**src/rtl/mtp_pkg.sv**
```systemverilog
package mtp_pkg;

  localparam int unsigned WORD_W  = 32;
  localparam int unsigned ENTRY_W = 96;

  typedef struct packed {
    logic        en;
    logic        rsvd;
    logic        len_type;
    logic        coupling;
    logic [1:0]  mode;
    logic [11:0] mantissa;
    logic [5:0]  exponent;
    logic [23:0] max_burst;
    logic [23:0] stamp;
    logic [23:0] credits;
  } meter_entry_t;

  typedef enum logic [2:0] {
    ACC_NONE,
    ACC_WSTAGE,
    ACC_RSTAGE,
    ACC_TRIG,
    ACC_TRIG_OOB
  } acc_kind_t;

  function automatic meter_entry_t pack_words(input logic [WORD_W-1:0] w2,
                                              input logic [WORD_W-1:0] w1,
                                              input logic [WORD_W-1:0] w0);
    return meter_entry_t'({w2, w1, w0});
  endfunction

  function automatic logic [WORD_W-1:0] entry_word(input meter_entry_t e,
                                                   input logic [1:0] sel);
    logic [ENTRY_W-1:0] flat;
    flat = e;
    case (sel)
      2'd0:    return flat[31:0];
      2'd1:    return flat[63:32];
      2'd2:    return flat[95:64];
      default: return '0;
    endcase
  endfunction

endpackage

```
**src/rtl/mtp_addr_decode.sv**
```systemverilog
module mtp_addr_decode
  import mtp_pkg::*;
#(
  parameter int unsigned ADDR_W      = 16,
  parameter int unsigned NUM_ENTRIES = 12,
  parameter logic [ADDR_W-1:0] TRIG_BASE = 16'h0100,
  localparam int unsigned IDX_W = (NUM_ENTRIES > 1) ? $clog2(NUM_ENTRIES) : 1
) (
  input  logic [ADDR_W-1:0] addr,
  output acc_kind_t         kind,
  output logic [1:0]        word_sel,
  output logic [IDX_W-1:0]  idx
);

  logic [ADDR_W-1:0] off;
  logic [ADDR_W-1:0] idx_full;
  logic              aligned;
  logic              in_stage;

  assign off      = addr - TRIG_BASE;
  assign idx_full = off >> 2;
  assign aligned  = (addr[1:0] == 2'b00);
  assign in_stage = ((addr >> 5) == '0);
  assign word_sel = addr[3:2];
  assign idx      = idx_full[IDX_W-1:0];

  always_comb begin
    kind = ACC_NONE;
    if (aligned) begin
      if (addr >= TRIG_BASE) begin
        kind = (idx_full < ADDR_W'(NUM_ENTRIES)) ? ACC_TRIG : ACC_TRIG_OOB;
      end else if (in_stage && (addr[3:2] != 2'd3)) begin
        kind = addr[4] ? ACC_RSTAGE : ACC_WSTAGE;
      end
    end
  end

endmodule

```
**src/rtl/mtp_xfer_ctrl.sv**
```systemverilog
module mtp_xfer_ctrl
  import mtp_pkg::*;
#(
  parameter int unsigned IDX_W = 4
) (
  input  logic               clk,
  input  logic               rst_n,
  input  logic               start_wr,
  input  logic               start_rd,
  input  logic [IDX_W-1:0]   idx,
  input  meter_entry_t       stage_entry,
  input  logic               tbl_gnt,
  input  logic [ENTRY_W-1:0] tbl_rdata,
  output logic               tbl_req,
  output logic               tbl_we,
  output logic [IDX_W-1:0]   tbl_addr,
  output logic [ENTRY_W-1:0] tbl_wdata,
  output logic               idle,
  output logic               rb_load,
  output meter_entry_t       rb_data
);

  typedef enum logic [1:0] {X_IDLE, X_REQ, X_DATA} xstate_t;
  xstate_t state;

  always_ff @(posedge clk) begin
    if (!rst_n) begin
      state     <= X_IDLE;
      tbl_we    <= 1'b0;
      tbl_addr  <= '0;
      tbl_wdata <= '0;
    end else begin
      case (state)
        X_IDLE: if (start_wr || start_rd) begin
          state     <= X_REQ;
          tbl_we    <= start_wr;
          tbl_addr  <= idx;
          tbl_wdata <= start_wr ? stage_entry : '0;
        end
        X_REQ: if (tbl_gnt) state <= tbl_we ? X_IDLE : X_DATA;
        X_DATA: state <= X_IDLE;
        default: state <= X_IDLE;
      endcase
    end
  end

  assign tbl_req = (state == X_REQ);
  assign idle    = (state == X_IDLE);
  assign rb_load = (state == X_DATA);
  assign rb_data = meter_entry_t'(tbl_rdata);

  // request and its payload held until granted
  a_r3_req_held: assert property (@(posedge clk) disable iff (!rst_n)
    (tbl_req && !tbl_gnt) |=> (tbl_req && $stable(tbl_addr) &&
                               $stable(tbl_we) && $stable(tbl_wdata)));

  // a load only follows a granted fetch
  a_r4_load_after_fetch: assert property (@(posedge clk) disable iff (!rst_n)
    rb_load |-> $past(tbl_req && tbl_gnt && !tbl_we));

endmodule

```
**src/rtl/mtp_field_view.sv**
```systemverilog
module mtp_field_view
  import mtp_pkg::*;
(
  input  meter_entry_t entry,
  output logic         f_enable,
  output logic [1:0]   f_mode,
  output logic [5:0]   f_exponent,
  output logic [11:0]  f_mantissa
);

  assign f_enable   = entry.en;
  assign f_mode     = entry.mode;
  assign f_exponent = entry.exponent;
  assign f_mantissa = entry.mantissa;

endmodule

```
**src/rtl/meter_table_port.sv**
```systemverilog
module meter_table_port
  import mtp_pkg::*;
#(
  parameter int unsigned ADDR_W      = 16,
  parameter int unsigned NUM_ENTRIES = 12,
  parameter logic [ADDR_W-1:0] TRIG_BASE = 16'h0100,
  localparam int unsigned IDX_W = (NUM_ENTRIES > 1) ? $clog2(NUM_ENTRIES) : 1,
  localparam int unsigned NWORDS = ENTRY_W / WORD_W
) (
  input  logic               clk,
  input  logic               rst_n,
  input  logic [ADDR_W-1:0]  bus_addr,
  input  logic [31:0]        bus_wdata,
  input  logic               bus_wr,
  input  logic               bus_rd,
  output logic [31:0]        bus_rdata,
  output logic               bus_ready,
  output logic               tbl_req,
  output logic               tbl_we,
  output logic [IDX_W-1:0]   tbl_addr,
  output logic [95:0]        tbl_wdata,
  input  logic               tbl_gnt,
  input  logic [95:0]        tbl_rdata,
  output logic               rb_enable,
  output logic [1:0]         rb_mode,
  output logic [5:0]         rb_exponent,
  output logic [11:0]        rb_mantissa
);

  acc_kind_t        kind;
  logic [1:0]       word_sel;
  logic [IDX_W-1:0] idx;
  logic             acc_wr, acc_rd;
  logic             start_wr, start_rd;
  logic             rb_load;
  meter_entry_t     rb_data, rb_q, stage_entry;
  logic [WORD_W-1:0] wstage [NWORDS];
  logic [ENTRY_W-1:0] wflat;
  logic [31:0]      rd_mux;

  mtp_addr_decode #(
    .ADDR_W(ADDR_W), .NUM_ENTRIES(NUM_ENTRIES), .TRIG_BASE(TRIG_BASE)
  ) u_dec (
    .addr(bus_addr), .kind(kind), .word_sel(word_sel), .idx(idx)
  );

  assign acc_wr   = bus_wr && bus_ready;
  assign acc_rd   = bus_rd && !bus_wr && bus_ready;
  assign start_wr = acc_wr && (kind == ACC_TRIG);
  assign start_rd = acc_rd && (kind == ACC_TRIG);

  // write staging words
  for (genvar g = 0; g < NWORDS; g++) begin : g_wstage
    always_ff @(posedge clk) begin
      if (!rst_n)
        wstage[g] <= '0;
      else if (acc_wr && kind == ACC_WSTAGE && word_sel == 2'(g))
        wstage[g] <= bus_wdata;
    end
    assign wflat[g*WORD_W +: WORD_W] = wstage[g];
  end

  assign stage_entry = pack_words(wstage[2], wstage[1], wstage[0]);

  mtp_xfer_ctrl #(.IDX_W(IDX_W)) u_xfer (
    .clk(clk), .rst_n(rst_n),
    .start_wr(start_wr), .start_rd(start_rd), .idx(idx),
    .stage_entry(stage_entry),
    .tbl_gnt(tbl_gnt), .tbl_rdata(tbl_rdata),
    .tbl_req(tbl_req), .tbl_we(tbl_we), .tbl_addr(tbl_addr),
    .tbl_wdata(tbl_wdata),
    .idle(bus_ready), .rb_load(rb_load), .rb_data(rb_data)
  );

  // read-back words, loaded as one 96-bit unit
  always_ff @(posedge clk) begin
    if (!rst_n)       rb_q <= '0;
    else if (rb_load) rb_q <= rb_data;
  end

  always_comb begin
    case (kind)
      ACC_WSTAGE: rd_mux = wstage[word_sel];
      ACC_RSTAGE: rd_mux = entry_word(rb_q, word_sel);
      default:    rd_mux = '0;
    endcase
  end

  always_ff @(posedge clk) begin
    if (!rst_n)      bus_rdata <= '0;
    else if (acc_rd) bus_rdata <= rd_mux;
  end

  mtp_field_view u_view (
    .entry(rb_q), .f_enable(rb_enable), .f_mode(rb_mode),
    .f_exponent(rb_exponent), .f_mantissa(rb_mantissa)
  );

  // the bus is held off while the table is requested
  a_r5_busy_while_req: assert property (@(posedge clk) disable iff (!rst_n)
    tbl_req |-> !bus_ready);

  // accesses while not ready leave staging words alone
  a_r5_blocked_no_write: assert property (@(posedge clk) disable iff (!rst_n)
    !bus_ready |=> $stable(wflat));

  // read-back words move only on a load
  a_r4_rb_atomic: assert property (@(posedge clk) disable iff (!rst_n)
    !rb_load |=> $stable(rb_q));

  // a fetch trigger keeps staged write data
  a_r6_fetch_keeps_stage: assert property (@(posedge clk) disable iff (!rst_n)
    start_rd |=> $stable(wflat));

  // an out-of-range trigger starts nothing
  a_r7_oob_ignored: assert property (@(posedge clk) disable iff (!rst_n)
    ((acc_wr || acc_rd) && kind == ACC_TRIG_OOB) |=> (!tbl_req && bus_ready));

  // trigger and unmapped reads return zero
  a_r10_zero_read: assert property (@(posedge clk) disable iff (!rst_n)
    (acc_rd && kind != ACC_WSTAGE && kind != ACC_RSTAGE) |=> (bus_rdata == 32'h0));

endmodule

```
**config.mk**
```make
export PLATFORM = sky130hd
export DESIGN_NAME = meter_table_port
export DESIGN_NICKNAME = d
export VERILOG_FILES = /design/src/rtl/mtp_pkg.sv /design/src/rtl/mtp_addr_decode.sv /design/src/rtl/mtp_xfer_ctrl.sv /design/src/rtl/mtp_field_view.sv /design/src/rtl/meter_table_port.sv
export SDC_FILE = /design/constraint.sdc
export NUM_CORES = 1
export LEC_CHECK = 0
export ABC_CLOCK_PERIOD_IN_PS = 4200
export BUFFER_PORTS_ARGS = -buffer_cell sky130_fd_sc_hd__buf_2
export CORE_MARGIN = 3
export CORE_UTILIZATION = 30
export DETAILED_ROUTE_END_ITERATION = 7
export PLACE_DENSITY_LB_ADDON = 0.15
export SYNTH_ARGS = -nofsm -noshare
export SYNTH_HDL_FRONTEND = slang
export SYNTH_HIERARCHICAL = 1
export SYNTH_SLANG_ARGS = --single-unit
```
**constraint.sdc**
```tcl
create_clock -name clk -period 4.2 [get_ports clk]
set_input_delay 0.42 -clock clk [delete_from_list [all_inputs] [get_ports clk]]
set_output_delay 0.42 -clock clk [all_outputs]
set_load 0.005 [all_outputs]
```
Word-level counts from Yosys, hierarchy flattened

Memory sizes are Yosys's and may differ from the RTL's.
Index checks and enable logic that the tools add are counted.

RAM bits: 96
Memories: 1
Register bits after elaboration: 231
Output and inout port bits: 156

Multiplexer cells: 25
Order comparisons: 2
Bitwise gates (word level): 3
Equality and inequality tests: 10
Add/sub/neg operators: 1
Reduce and logical (&&, ||, !) cells: 18

Memories:

| memory | words | width | rd ports | clocked after memory_dff | wr ports | line                   | RTL |
|---|---|---|---|---|---|---|---|
| wstage | 3     | 32    | 4        | 0                        | 3        | meter_table_port.sv:37 | `logic [WORD_W-1:0] wstage [NWORDS];` |

Operators by type and width:

| kind                                                                | count |
|---|---|
| two-way mux 32 bit                                                  | 3 |
| two-way mux 96 bit                                                  | 1 |
| one-hot mux 32 bit (3 select lines)                                 | 1 |
| one-hot mux 32 bit (2 select lines)                                 | 1 |
| greater-or-equal comparator 16 x 9 -> 1 bit (second input constant) | 1 |
| zero test 16 bit                                                    | 1 |
| subtractor 16 x 9 -> 16 bit (second input constant)                 | 1 |
| less-than comparator 14 x 4 -> 1 bit (second input constant)        | 1 |
| two-way mux 3 bit                                                   | 4 |
| logical AND 1 bit                                                   | 10 |
| two-way mux 1 bit                                                   | 10 |
| two-way mux 2 bit                                                   | 4 |
| == test 3 x 2 -> 1 bit (second input constant)                      | 2 |
| zero test 2 bit                                                     | 3 |
| == test 2 x 1 -> 1 bit (second input constant)                      | 2 |
| == test 2 bit (second input constant)                               | 2 |
| inequality test 2 x 1 -> 1 bit (second input constant)              | 2 |
| one-hot mux 2 bit (2 select lines)                                  | 1 |
| AND reduction 2 bit                                                 | 2 |
| == test 3 x 1 -> 1 bit (second input constant)                      | 1 |
| bitwise OR 1 bit                                                    | 3 |
| inequality test 2 bit (second input constant)                       | 1 |
| zero test 1 bit                                                     | 1 |
| logical OR 1 bit                                                    | 1 |

Longest topological paths before layout

Gate-level depths: netlist of the first run.

Depth after elaboration: 12
Gate-level depth with buffers: 11
Gate-level depth less buffers: 8

Modules after synthesis

The synthesis of the first run kept the hierarchy.

Modules (own cells, without submodules):

| module           | seq. area each (um^2) | instances | area an instance (um^2) | cells each |
|---|---|---|---|---|
| meter_table_port | 5,445.2               | 1         | 9,851.9                 | 860 |
| mtp_xfer_ctrl    | 2,062.0               | 1         | 3,908.7                 | 341 |
| mtp_field_view   | 0.0                   | 1         | 157.7                   | 21 |
| mtp_addr_decode  | 0.0                   | 1         | 138.9                   | 21 |

Worst setup path before layout of the first run

Ideal clock, no wire load.

Path kind: input to register
Start: input bus_addr[13]
End: memory wstage[0][0], enable pin
Stages: 6
Arrival: 3.819 ns
Path buffers: 0
Path slack: -0.088 ns
Setup time: 0.470 ns
Path through: nor4_2 nand3_1 a21oi_1 and2b_1 nand2_1 o31ai_1

RTL lines:

| element     | line                   | RTL |
|---|---|---|
| from (decl) | meter_table_port.sv:12 | `input logic [ADDR_W-1:0] bus_addr,` |
| to (decl)   | meter_table_port.sv:37 |  |

Final worst setup path of the first run

Start: input bus_addr[13]
End: register u_xfer.tbl_wdata[22]

Cells in the longest elaborated chain, start to end: 9
Elaborated cells on any way between the ends: 15

RTL lines:

| element                                                                          | line                                         | RTL |
|---|---|---|
| subtractor 16 x 9 -> 16 bit / zero test 16 bit (equally long branches)           | mtp_addr_decode.sv:20, mtp_addr_decode.sv:23 |  |
| less-than comparator 14 x 4 -> 1 bit / logical AND 1 bit (equally long branches) | mtp_addr_decode.sv:31, mtp_addr_decode.sv:32 |  |
| two-way mux 3 bit, on equally long branches                                      | mtp_addr_decode.sv:31, mtp_addr_decode.sv:32 |  |
| two-way mux 3 bit *                                                              | mtp_addr_decode.sv:30                        | `if (addr >= TRIG_BASE) begin` |
| two-way mux 3 bit *                                                              | mtp_addr_decode.sv:29                        | `if (aligned) begin` |
| net kind[0]                                                                      | meter_table_port.sv:30                       | `acc_kind_t kind;` |
| == test 3 x 2 -> 1 bit *                                                         | meter_table_port.sv:50                       | `assign start_rd = acc_rd && (kind == ACC_TRIG);` |
| logical AND 1 bit *                                                              | meter_table_port.sv:50                       |  |
| net start_rd                                                                     | meter_table_port.sv:34                       | `logic start_wr, start_rd;` |
| logical OR 1 bit *                                                               | mtp_xfer_ctrl.sv:34                          | `X_IDLE: if (start_wr \|\| start_rd) begin` |
| AND reduction 2 bit (no source line) *                                           | n/a                                          |  |
| to (signal assigned)                                                             | mtp_xfer_ctrl.sv:38                          | `tbl_wdata <= start_wr ? stage_entry : '0;` |
| to (decl)                                                                        | mtp_xfer_ctrl.sv:17                          | `output logic [ENTRY_W-1:0] tbl_wdata,` |

The timed path passes the listed nets; every way through them passes the cells marked *.
A chain may end at the register's enable or synchronous reset.

==> impl_metrics.py, run 1 <==
metrics = {
    "grt": {
        "initial_antenna_violation_count": 2,
        "largest_net_degree_at_the_start_of_global_routing": 105,
        "first_pass_grt_wire_length_um": 61200,
        "overflow_after_grt": 0,
        "number_of_global_route_vias_before_repair": 9260,
        "groute.usage.overall_pct": 16.0,
    },
    "final_layout": {
        "area_growth_pct": 17.3,
        "nets": 1540,
        "final_layout_size_suffix_gt1_share_pct": 28.1,
        "reg_area_mm2": 0.00751,
        "num_antenna_cells": 0,
        "fillCellCount": 4694,
        "multi_input_area_mm2": 0.00521,
    },
    "route": {
        "highest-signal-layer": "met5",
        "detailroute.wirelength.met2_um": 17300,
        "detail_route.vias_per_cell": 4.57,
        "ant_nets": 0,
        "m1WireLength_um": 21000,
        "wl_um": 41100,
        "wl_met3_um": 1780,
        "drcViolationCount": 0,
        "avgRoutedWirePerCell_um": 20.3,
        "drtPass1Iterations": 5,
        "num_vias": 9232,
        "number_of_drc_violations_after_detailed_routing_iteration_0": 509,
    },
    "setup_path": {
        "critical-path-slowest-cell": "sky130_fd_sc_hd__buf_4",
        "critical_path.startpoint_type": "input port",
        "timing.critical_path.arrival_ns": 2.99,
        "timing.reg2reg.worst_path_depth": 7,
        "cp-end-kind": "flop",
        "setup.worst_path.class": "in2reg",
        "critical_path.cell_chain": "buf_2, nor4_2, nand3_1, a21oi_1, nand2_1, nor4_1, nor2_1, o31a_2, buf_4, a22o_1",
        "ff2ff_setup_slack_ns": 1.76,
        "crit-reg2reg-capture": "u_xfer/tbl_wdata[22]",
        "cp_max_fo": 97,
        "worst_r2r_startpoint": "u_xfer/state[0]",
        "crit_required_ns": 4.63,
        "biggest_cell_delay_along_the_critical_path_ns": 0.40,
    },
    "floorplan": {
        "start_util_pct": 30.6,
        "row_count": 78,
        "die_w_um": 222,
        "die_height_um": 222,
        "coreArea_mm2": 0.0459,
        "design.portCount": 305,
        "die-area_mm2": 0.0495,
    },
    "logic_synthesis": {
        "syn-num-nets": 1392,
        "ff_latch_count_synth": 327,
        "syn_area_per_cell_um2": 11.3,
        "syn_area_mm2": 0.0141,
        "netlist-cell-type-count": 38,
        "syn_inst": 1243,
        "ys.warnings.count": 6,
        "yosysTopAreaCell": "sky130_fd_sc_hd__dfxtp_1",
        "yosysTopAreaCellShare_pct": 32.9,
        "sequential_fraction_of_the_synthesis_area_pct": 53.4,
        "synth.top_cells.by_area": "sky130_fd_sc_hd__dfxtp_1 33%, sky130_fd_sc_hd__edfxtp_1 21%, sky130_fd_sc_hd__mux2i_1 12%",
    },
    "timing": {
        "clock_period_minus_worst_slack_ns": 2.57,
        "final-hold-violation-count": 0,
        "fmax_mhz": 389,
        "maxSlewViolCount": 0,
        "worst_pin_slew_ns": 1.17,
        "fin_crit_share_pct": 61.1,
        "timing.setup.tns_ns": 0,
        "slew_headroom_pct": 22.2,
        "grt_setup_unrepaired": "false",
        "setup_viol_count_final": 0,
        "worst_clock_skew_ns": 0.0207,
    },
    "clock_tree": {
        "number_of_h_tree_branching_levels": 2,
        "cts_inserted_buffers": 39,
        "cts_hold_buffers": 0,
        "cts.path.max_buffers": 3,
        "clk_pin_slew_worst_paths_ns": 0.06,
        "cts_tree": "yes",
        "cts.repair_timing.setup_buffer_count": 0,
        "post_cts.resized_instances": 0,
        "cts_sink_cnt": 327,
        "clk_latency_ns": 0.55,
        "cts.root.buffer_cell": "sky130_fd_sc_hd__clkbuf_16",
    },
    "flow_run": {
        "drv.max_cap_violation_count": 0,
    },
    "status": {
        "outcome": "complete, no violations",
    },
    "hold_path": {
        "worstHoldPathType": "in2reg",
        "worstHoldEndpoint": "rb_q[86]",
        "worst_hold_startpoint": "tbl_rdata[86]",
        "hold_depth": 3,
    },
    "power_and_ir_drop": {
        "totalPowerFinal_mw": 7.03,
        "vdd_drop_max_mv": 0.264,
        "powerDensity_mw_per_mm2": 426,
        "p_leak_nw": 6.61,
    },
    "place": {
        "gp_congestion": 0.781,
        "port_buffers": 304,
        "hpwlAfterDp_um": 27500,
    },
}
worst max-delay path: cells and delay by family:
family,cells,cell delay [ns]
buf+inv,2,0.50
compound gates,3,0.99
simple gates,5,0.97
synthesized netlist by cell type, drive strengths merged:
cell,count
o31ai,1
nand2,78
and3b,1
o2bb2ai,32
nor3,2
nor2b,100
nand2b,2
dfxtp,231
edfxtp,96
a31oi,32
clkbuf,40
and2,97
a21oi,2
and3,2
a211oi,1
nand3b,1
o21ai,35
inv,3
nor4,3
o31a,1
a21boi,1
buf,176
a21o,1
mux2i,164
nand3,3
a22o,96
a2111oi,1
and4b,1
o211ai,33
nor2,6
and2b,1
where the power goes:
part	switching [mW]	leakage (nW)	internal, mW
clock network	1.38	0.633	2.04
registers	0.0221	2.90	3.28
logic	0.184	3.08	0.120
stage by stage:
stage	cells	util [%]	area [um^2]	hold slack, ns	setup WS [ns]
CTS	2021	35.9	16500	0.0905	1.71
global placement	1950	33.1	15200	0.447	1.18
global route	2021	35.9	16500	0.110	1.42
finish	2021	35.9	16500	0.133	1.63
floorplan	1243	-	14100	0.454	0.0280
detailed placement	1950	33.1	15200	0.456	1.13
placed cells by master (no fill, tap or decap), types with 33 or more instances in the layout:
master,count
sky130_fd_sc_hd__edfxtp_1,96
sky130_fd_sc_hd__buf_2,302
sky130_fd_sc_hd__a22o_1,96
sky130_fd_sc_hd__mux2i_1,164
sky130_fd_sc_hd__and2_1,97
sky130_fd_sc_hd__nand2_1,78
sky130_fd_sc_hd__clkbuf_16,41
sky130_fd_sc_hd__o211ai_1,33
sky130_fd_sc_hd__nor2b_1,97
sky130_fd_sc_hd__dfxtp_1,231
layer usage:
metal / up-vias / GRT usage (%)
li1: 4593 / -
met1: 4340 / 24.0
met2: 225 / 23.5
met5: - / 0
met4: 4 / 4.72
met3: 70 / 2.92
kinds of logic after synthesis:
family | after synthesis | share of synthesized area (%)
AO/OA/AOI/OAI | 236 | 13.0
buffers and inverters | 219 | 10.1
AND/OR/NAND/NOR | 297 | 11.9
multiplexers | 164 | 11.7
flip-flops | 327 | 53.4
worst max path at each step:
stage,start,to,slack [ns],cells past startpoint
finish,bus_addr[13],u_xfer/tbl_wdata[22],1.63,10
global route,bus_addr[5],u_xfer/tbl_wdata[81],1.42,10
CTS,bus_addr[13],u_xfer/tbl_wdata[22],1.71,10
detailed placement,bus_addr[13],u_xfer/tbl_wdata[22],1.13,10
global placement,bus_addr[5],u_xfer/tbl_wdata[59],1.18,10
floorplan,bus_addr[13],wstage[2][0],0.03,6
final cells by class:
cell class              count  share of cell area [%]
inverters                   3                  0.0683
multi-input cells         697                    31.6
repair buffers            323                    10.4
flip-flops and latches    327                    45.5
clock inverters            14                   0.835
well taps                 600                    4.55
clock buffers              57                    7.01
flip-flops by register name, indices dropped and copies added (netlist names):
name and flops:
wstage 96, u_xfer/tbl_we 1, u_xfer/tbl_addr 4, bus_rdata 32, u_xfer/tbl_wdata 96, rb_q 96, u_xfer/state 2
No activity file was read; power rests on OpenSTA's default activity.
==> run 2: changes to the inputs <==
- ABC_CLOCK_PERIOD_IN_PS: 4200 -> 2550
- clock period: 4.2 -> 2.55 ns (I/O delays scaled with it)
==> run 2 against run 1 <==
Against the previous run: clock power is 61% higher; critical path type unchanged; final area rose by 10%; wire length is 12% higher; sequential share of layout area down 4.2 points; critical path depth is 1 higher; core utilization is 3.7 points higher; largest cell class unchanged.
==> impl_metrics.py, run 2 (synthesis gave the netlist of run 1 again) <==
metrics = {
    "final_layout": {
        "finish.utilization_pct": 39.6,
        "reg_area_mm2": 0.00751,
        "most_common_cell_after_layout_fill_and_taps_aside": "sky130_fd_sc_hd__buf_2",
        "final_layout_size_suffix_gt1_share_pct": 27.1,
        "mostFrequentLayoutCells": "302 x sky130_fd_sc_hd__buf_2, 231 x sky130_fd_sc_hd__dfxtp_1, 164 x sky130_fd_sc_hd__mux2i_1",
        "area_growth_pct": 29.2,
        "multi_input_area_mm2": 0.00528,
        "nets": 1683,
        "num_antenna_cells": 0,
        "fillCellCount": 4481,
        "final_cell_area_mm2": 0.0182,
        "top_regs": "rb_q: 96 flops, u_xfer/tbl_wdata: 96 flops, wstage: 96 flops",
    },
    "timing": {
        "maxSlewViolCount": 0,
        "clock_period_minus_worst_slack_ns": 2.52,
        "final-hold-violation-count": 0,
        "slew_headroom_pct": 49.0,
        "worst_clock_skew_ns": 0.0117,
        "fmax_mhz": 397,
        "fin_crit_share_pct": 98.8,
        "setup_viol_count_final": 0,
        "worst_pin_slew_ns": 0.763,
    },
    "setup_path": {
        "worst_r2r_startpoint": "u_xfer/state[1]",
        "cp-end-kind": "flop",
        "timing.reg2reg.worst_path_depth": 7,
        "timing.critical_path.from": "bus_addr[4]",
        "cp_max_fo": 7,
        "critical_path.startpoint_type": "input port",
        "crit_required_ns": 2.97,
        "critical_path.cell_chain": "dlygate4sd3_1, buf_2, a211oi_2, o211ai_1, and2_4, and3b_2, and3_4, nor2_4, o31a_4, clkbuf_16, a22o_1",
        "timing.critical_path.arrival_ns": 2.94,
        "setup.worst_path.class": "in2reg",
        "biggest_cell_delay_along_the_critical_path_ns": 0.53,
        "critical-path-slowest-cell": "sky130_fd_sc_hd__dlygate4sd3_1",
    },
    "clock_tree": {
        "clk_pin_slew_worst_paths_ns": 0.06,
        "cts.path.max_buffers": 3,
        "clk_latency_ns": 0.54,
        "number_of_h_tree_branching_levels": 2,
        "cts_sink_cnt": 327,
        "cts_inserted_buffers": 39,
        "cts_tree": "yes",
        "cts.repair_timing.setup_buffer_count": 0,
        "cts.root.buffer_cell": "sky130_fd_sc_hd__clkbuf_16",
    },
    "route": {
        "avgRoutedWirePerCell_um": 21.3,
        "ant_nets": 0,
        "num_vias": 9994,
        "wl_um": 46100,
        "drtPass1Iterations": 5,
        "detail_route.vias_per_cell": 4.62,
        "drcViolationCount": 0,
        "number_of_drc_violations_after_detailed_routing_iteration_0": 628,
    },
    "floorplan": {
        "design.portCount": 305,
        "start_util_pct": 30.6,
        "die_w_um": 222,
        "row_count": 78,
        "coreArea_mm2": 0.0459,
        "die_height_um": 222,
        "die-area_mm2": 0.0495,
    },
    "grt": {
        "overflow_after_grt": 0,
        "number_of_global_route_vias_before_repair": 10100,
        "groute.usage.overall_pct": 17.3,
        "initial_antenna_violation_count": 1,
        "largest_net_degree_at_the_start_of_global_routing": 133,
        "first_pass_grt_wire_length_um": 66300,
    },
    "hold_path": {
        "worstHoldPathType": "in2reg",
        "worst_hold_startpoint": "bus_wdata[8]",
        "hold_depth": 2,
    },
    "place": {
        "gp_congestion": 0.794,
        "port_buffers": 304,
        "hpwlAfterDp_um": 29000,
        "dpl-instance-area_mm2": 0.0155,
    },
    "power_and_ir_drop": {
        "vdd_drop_max_mv": 0.388,
        "p_leak_nw": 7.30,
        "powerDensity_mw_per_mm2": 644,
    },
    "status": {
        "outcome": "complete, no violations",
    },
    "flow_run": {
        "drv.max_cap_violation_count": 0,
    },
}
==> run 2: changes by cell type in the layout (fill, tap and decap cells not counted), sizes merged <==
cell / before / now
o31a: 1 / 2
dlygate4sd3: 0 / 123
inv: 4 / 3
clkbuf: 57 / 63
buf: 323 / 338
clkinv: 9 / 7
==> run 2: routing by layer <==
metal / up-vias / GRT usage, % / wire [um] / share of wire (%)
met1: 4756 / 26.5 / 23600 / 51
met3: 74 / 2.85 / 2070 / 4.5
li1: 4891 / - / - / -
met4: 2 / 5.50 / 1230 / 2.7
met2: 271 / 24.7 / 19200 / 42
met5: - / 0 / 13 / 0.028
==> run 2: cell type report <==
class	count	share of cell area (%)
sequential	327	41.3
multi-input combinational	698	29.1
timing repair buffer	465	18.5
clock buffer	59	6.30
tap	600	4.13
clock inverter	11	0.592
inverter	3	0.0620
==> run 2: where the power goes <==
group	internal, mW	switching (mW)
Sequential	5.41	0.0446
Combinational	0.366	0.389
Clock	3.29	2.19
Total	9.07	2.63
==> run 2: path summary, 6_finish.rpt <==
path / endpoint / slack (ns)
setup / recovery: u_xfer/tbl_wdata[22] / 0.03
hold reg to reg: u_xfer/tbl_addr[3] / 0.46
hold / removal: wstage[2][8] / 0.05
setup reg to reg: u_xfer/tbl_wdata[22] / 0.25
==> run 2: metrics by stage <==
stage | cells | power (mW) | setup TNS [ns] | hold slack [ns] | setup WS (ns)
after floorplan | 1243 | 5.91 | 0 | 0.440 | 0.00228
after global routing | 2163 | 12.1 | -2.27 | 0.0267 | -0.0555
final | 2163 | 11.7 | 0 | 0.0452 | 0.0295
after detailed placement | 1960 | 6.13 | -0.00104 | 0.451 | -0.00104
after CTS | 2153 | 11.9 | 0 | 0.00341 | 0.0212
after global placement | 1960 | 6.14 | 0 | 0.447 | 0.0358
==> run 2: critical path, delay by kind of cell <==
| kind | cells | cell delay [ns] |
|---|---|---|
| compound gates | 4 | 1.02 |
| buf+inv | 3 | 0.90 |
| simple gates | 4 | 0.75 |
==> run 2: timing repair <==
item	4_1_cts	5_1_grt
resized for setup	0	13
setup endpoints to repair	0	101
endpoints found under the hold margin	164	0
hold buffers	123	0
==> run 3: changes to the inputs <==
- ABC_AREA: unset -> 1
==> run 3 against run 2 <==
Against the previous run: clock skew up 0.014 ns; sequential power up 0.7%; synthesized cell count up 49%; sequential share of layout area down 0.56 points; global-route usage up 2.1 points; total power up 0.67%; critical path depth down 8; die area up 5.1%; final cell count up 28%; first-iteration DRC count up 53%; synthesized area up 5.2%; critical path type is now reg2out; largest cell class unchanged.
==> impl_metrics.py, run 3 <==
metrics = {
    "status": {
        "outcome": "complete, no violations",
    },
    "floorplan": {
        "die_height_um": 228,
        "coreArea_mm2": 0.0482,
        "design.portCount": 305,
        "die_w_um": 228,
        "die-area_mm2": 0.0520,
        "row_count": 80,
        "start_util_pct": 30.7,
    },
    "flow_run": {
        "drv.max_cap_violation_count": 0,
    },
    "setup_path": {
        "timing.critical_path.arrival_ns": 2.11,
        "cp_max_fo": 85,
        "cp-end-kind": "primary output",
        "critical-path-slowest-cell": "sky130_fd_sc_hd__buf_4",
        "biggest_cell_delay_along_the_critical_path_ns": 0.69,
        "crit_required_ns": 2.30,
        "setup.worst_path.class": "reg2out",
        "critical_path.startpoint_type": "flop",
        "critical_path.cell_chain": "nor2_4, buf_4, buf_2",
    },
    "place": {
        "port_buffers": 304,
        "gp_congestion": 0.811,
        "place.detailed.instances": 2606,
        "hpwlAfterDp_um": 34300,
        "dpl-instance-area_mm2": 0.0162,
    },
    "timing": {
        "fin_crit_share_pct": 92.7,
        "grt_setup_unrepaired": "false",
        "maxSlewViolCount": 0,
        "timing.setup.tns_ns": 0,
        "setup_viol_count_final": 0,
        "slew_headroom_pct": 38.7,
        "worst_clock_skew_ns": 0.0256,
        "fmax_mhz": 423,
        "clock_period_minus_worst_slack_ns": 2.36,
        "worst_pin_slew_ns": 0.920,
        "final-hold-violation-count": 0,
    },
    "logic_synthesis": {
        "synth_adder_area_share_pct": 0,
        "yosysTopAreaCell": "sky130_fd_sc_hd__dfxtp_1",
        "synth.most_common_cell": "sky130_fd_sc_hd__nor2_1",
        "synthMuxAreaShare_pct": 0,
        "postSynth.asyncResetShare_pct": 0,
        "syn_inst": 1856,
        "ys.warnings.count": 6,
        "synth.cells.most_frequent": "370 x sky130_fd_sc_hd__nor2_1, 299 x sky130_fd_sc_hd__nand3_1, 283 x sky130_fd_sc_hd__nand2_1",
        "synth_edf_count": 96,
        "synth_compound_area_share_pct": 7.53,
        "synth-xor-area-share_pct": 0,
        "syn-num-nets": 2005,
        "dominant_combinational_cell_family_by_area_after_synthesis": "simple AND/OR/NAND/NOR gates",
        "ff_latch_count_synth": 327,
        "netlist-cell-type-count": 27,
        "ys_dominant_reg_cell": "sky130_fd_sc_hd__dfxtp_1",
        "post_synth_and_or_nand_nor_area_fraction_pct": 28.6,
        "syn_area_per_cell_um2": 7.97,
        "sequential_fraction_of_the_synthesis_area_pct": 50.8,
        "yosysTopAreaCellShare_pct": 31.3,
        "synth.top_cells.by_area": "sky130_fd_sc_hd__dfxtp_1 31%, sky130_fd_sc_hd__edfxtp_1 19%, sky130_fd_sc_hd__nand3_1 10%",
        "syn_area_mm2": 0.0148,
    },
    "final_layout": {
        "final_layout_size_suffix_gt1_share_pct": 22.9,
        "final_cell_area_mm2": 0.0184,
        "most_common_cell_after_layout_fill_and_taps_aside": "sky130_fd_sc_hd__nor2_1",
        "finish.utilization_pct": 38.2,
        "non_filler_cells_in_the_finished_layout": 2777,
        "num_antenna_cells": 0,
        "fillCellCount": 5068,
        "top_regs": "rb_q: 96 flops, u_xfer/tbl_wdata: 96 flops, wstage: 96 flops",
        "area_growth_pct": 24.5,
        "nets": 2239,
        "mostFrequentLayoutCells": "365 x sky130_fd_sc_hd__nor2_1, 302 x sky130_fd_sc_hd__buf_2, 296 x sky130_fd_sc_hd__nand3_1",
    },
    "grt": {
        "largest_net_degree_at_the_start_of_global_routing": 97,
        "groute.usage.overall_pct": 19.4,
        "overflow_after_grt": 0,
        "initial_antenna_violation_count": 0,
        "first_pass_grt_wire_length_um": 79400,
        "number_of_global_route_vias_before_repair": 13100,
    },
    "clock_tree": {
        "clk_pin_slew_worst_paths_ns": 0.06,
        "clk_latency_ns": 0.57,
        "cts.root.buffer_cell": "sky130_fd_sc_hd__clkbuf_16",
        "cts_sink_cnt": 327,
        "number_of_h_tree_branching_levels": 2,
        "cts_inserted_buffers": 39,
        "cts.path.max_buffers": 3,
        "cts_tree": "yes",
        "cts.repair_timing.setup_buffer_count": 0,
    },
    "route": {
        "avgRoutedWirePerCell_um": 18.7,
        "drtPass1Iterations": 5,
        "ant_nets": 0,
        "number_of_drc_violations_after_detailed_routing_iteration_0": 963,
        "drcViolationCount": 0,
        "wl_um": 51900,
        "detail_route.vias_per_cell": 4.71,
        "num_vias": 13100,
    },
    "power_and_ir_drop": {
        "vdd_drop_max_mv": 0.403,
        "powerDensity_mw_per_mm2": 639,
        "totalPowerFinal_mw": 11.8,
        "p_leak_nw": 8.05,
    },
    "hold_path": {
        "worstHoldPathType": "in2reg",
    },
}
[run 3: changes by cell type in the layout (fill, tap and decap cells not counted), sizes merged, moves of 61 or more]
cell and change:
nand3 +296, nor2b -100, and2 -97, nor2 +368, o21ai +61, nand2 +237, mux2i -164, inv +81
a22o -96, a21oi +102
[run 3: worst paths after layout]
path	start	end	slack (ns)	cells after the start
worst min register to register	u_xfer/tbl_wdata[25]	u_xfer/tbl_wdata[25]	0.46	2
worst max register to register	u_xfer/state[0]	u_xfer/tbl_wdata[69]	0.67	4
worst max-delay path	u_xfer/state[0]	bus_ready	0.19	3
worst min-delay path	bus_wdata[0]	wstage[2][0]	0.03	3
[run 3: kinds of logic after synthesis]
logic type | count (synthesis)
compound gates | 200
buf+inv | 336
flops | 327
simple gates | 993
[run 3: cell type report]
class	count	area [um^2]	share of cell area, %
clock inverters	14	160	0.870
inverters	83	314	1.71
flip-flops and latches	327	7510	40.8
well taps	656	821	4.46
repair buffers	446	3100	16.9
clock buffers	58	1100	5.96
multi-input cells	1193	5410	29.4
[run 3: through the flow]
stage	setup WS, ns	hold WS, ns
after floorplan	0.152	0.395
after global placement	0.128	0.450
after detailed placement	0.124	0.450
after CTS	0.158	0.00142
after global routing	0.0227	0.0287
final	0.187	0.0347
[run 3: timing repair]
item | CTS | global route
endpoints found under the hold margin | 100 | 0
hold buffers | 99 | 0
gates resized for setup | 0 | 0
[run 3: layer usage]
layer / GRT usage, % / part of all wire [%]
met2: 32.3 / 47
met3: 3.22 / 5.4
met4: 5.09 / 1.9
met5: 0 / 0
met1: 26.2 / 46
[run 3: power by group]
part           internal [mW]  total, mW  switching, mW
Combinational          0.317      0.767          0.450
Sequential              5.43       5.49         0.0550
Clock                   3.21       5.52           2.31
[run 3: critical path: cells and delay by family (launching register included)]
family / cells / cell delay [ns]
DFF: 1 / 0.37
buffers and inverters: 2 / 0.94
and+or+nand+nor: 1 / 0.15
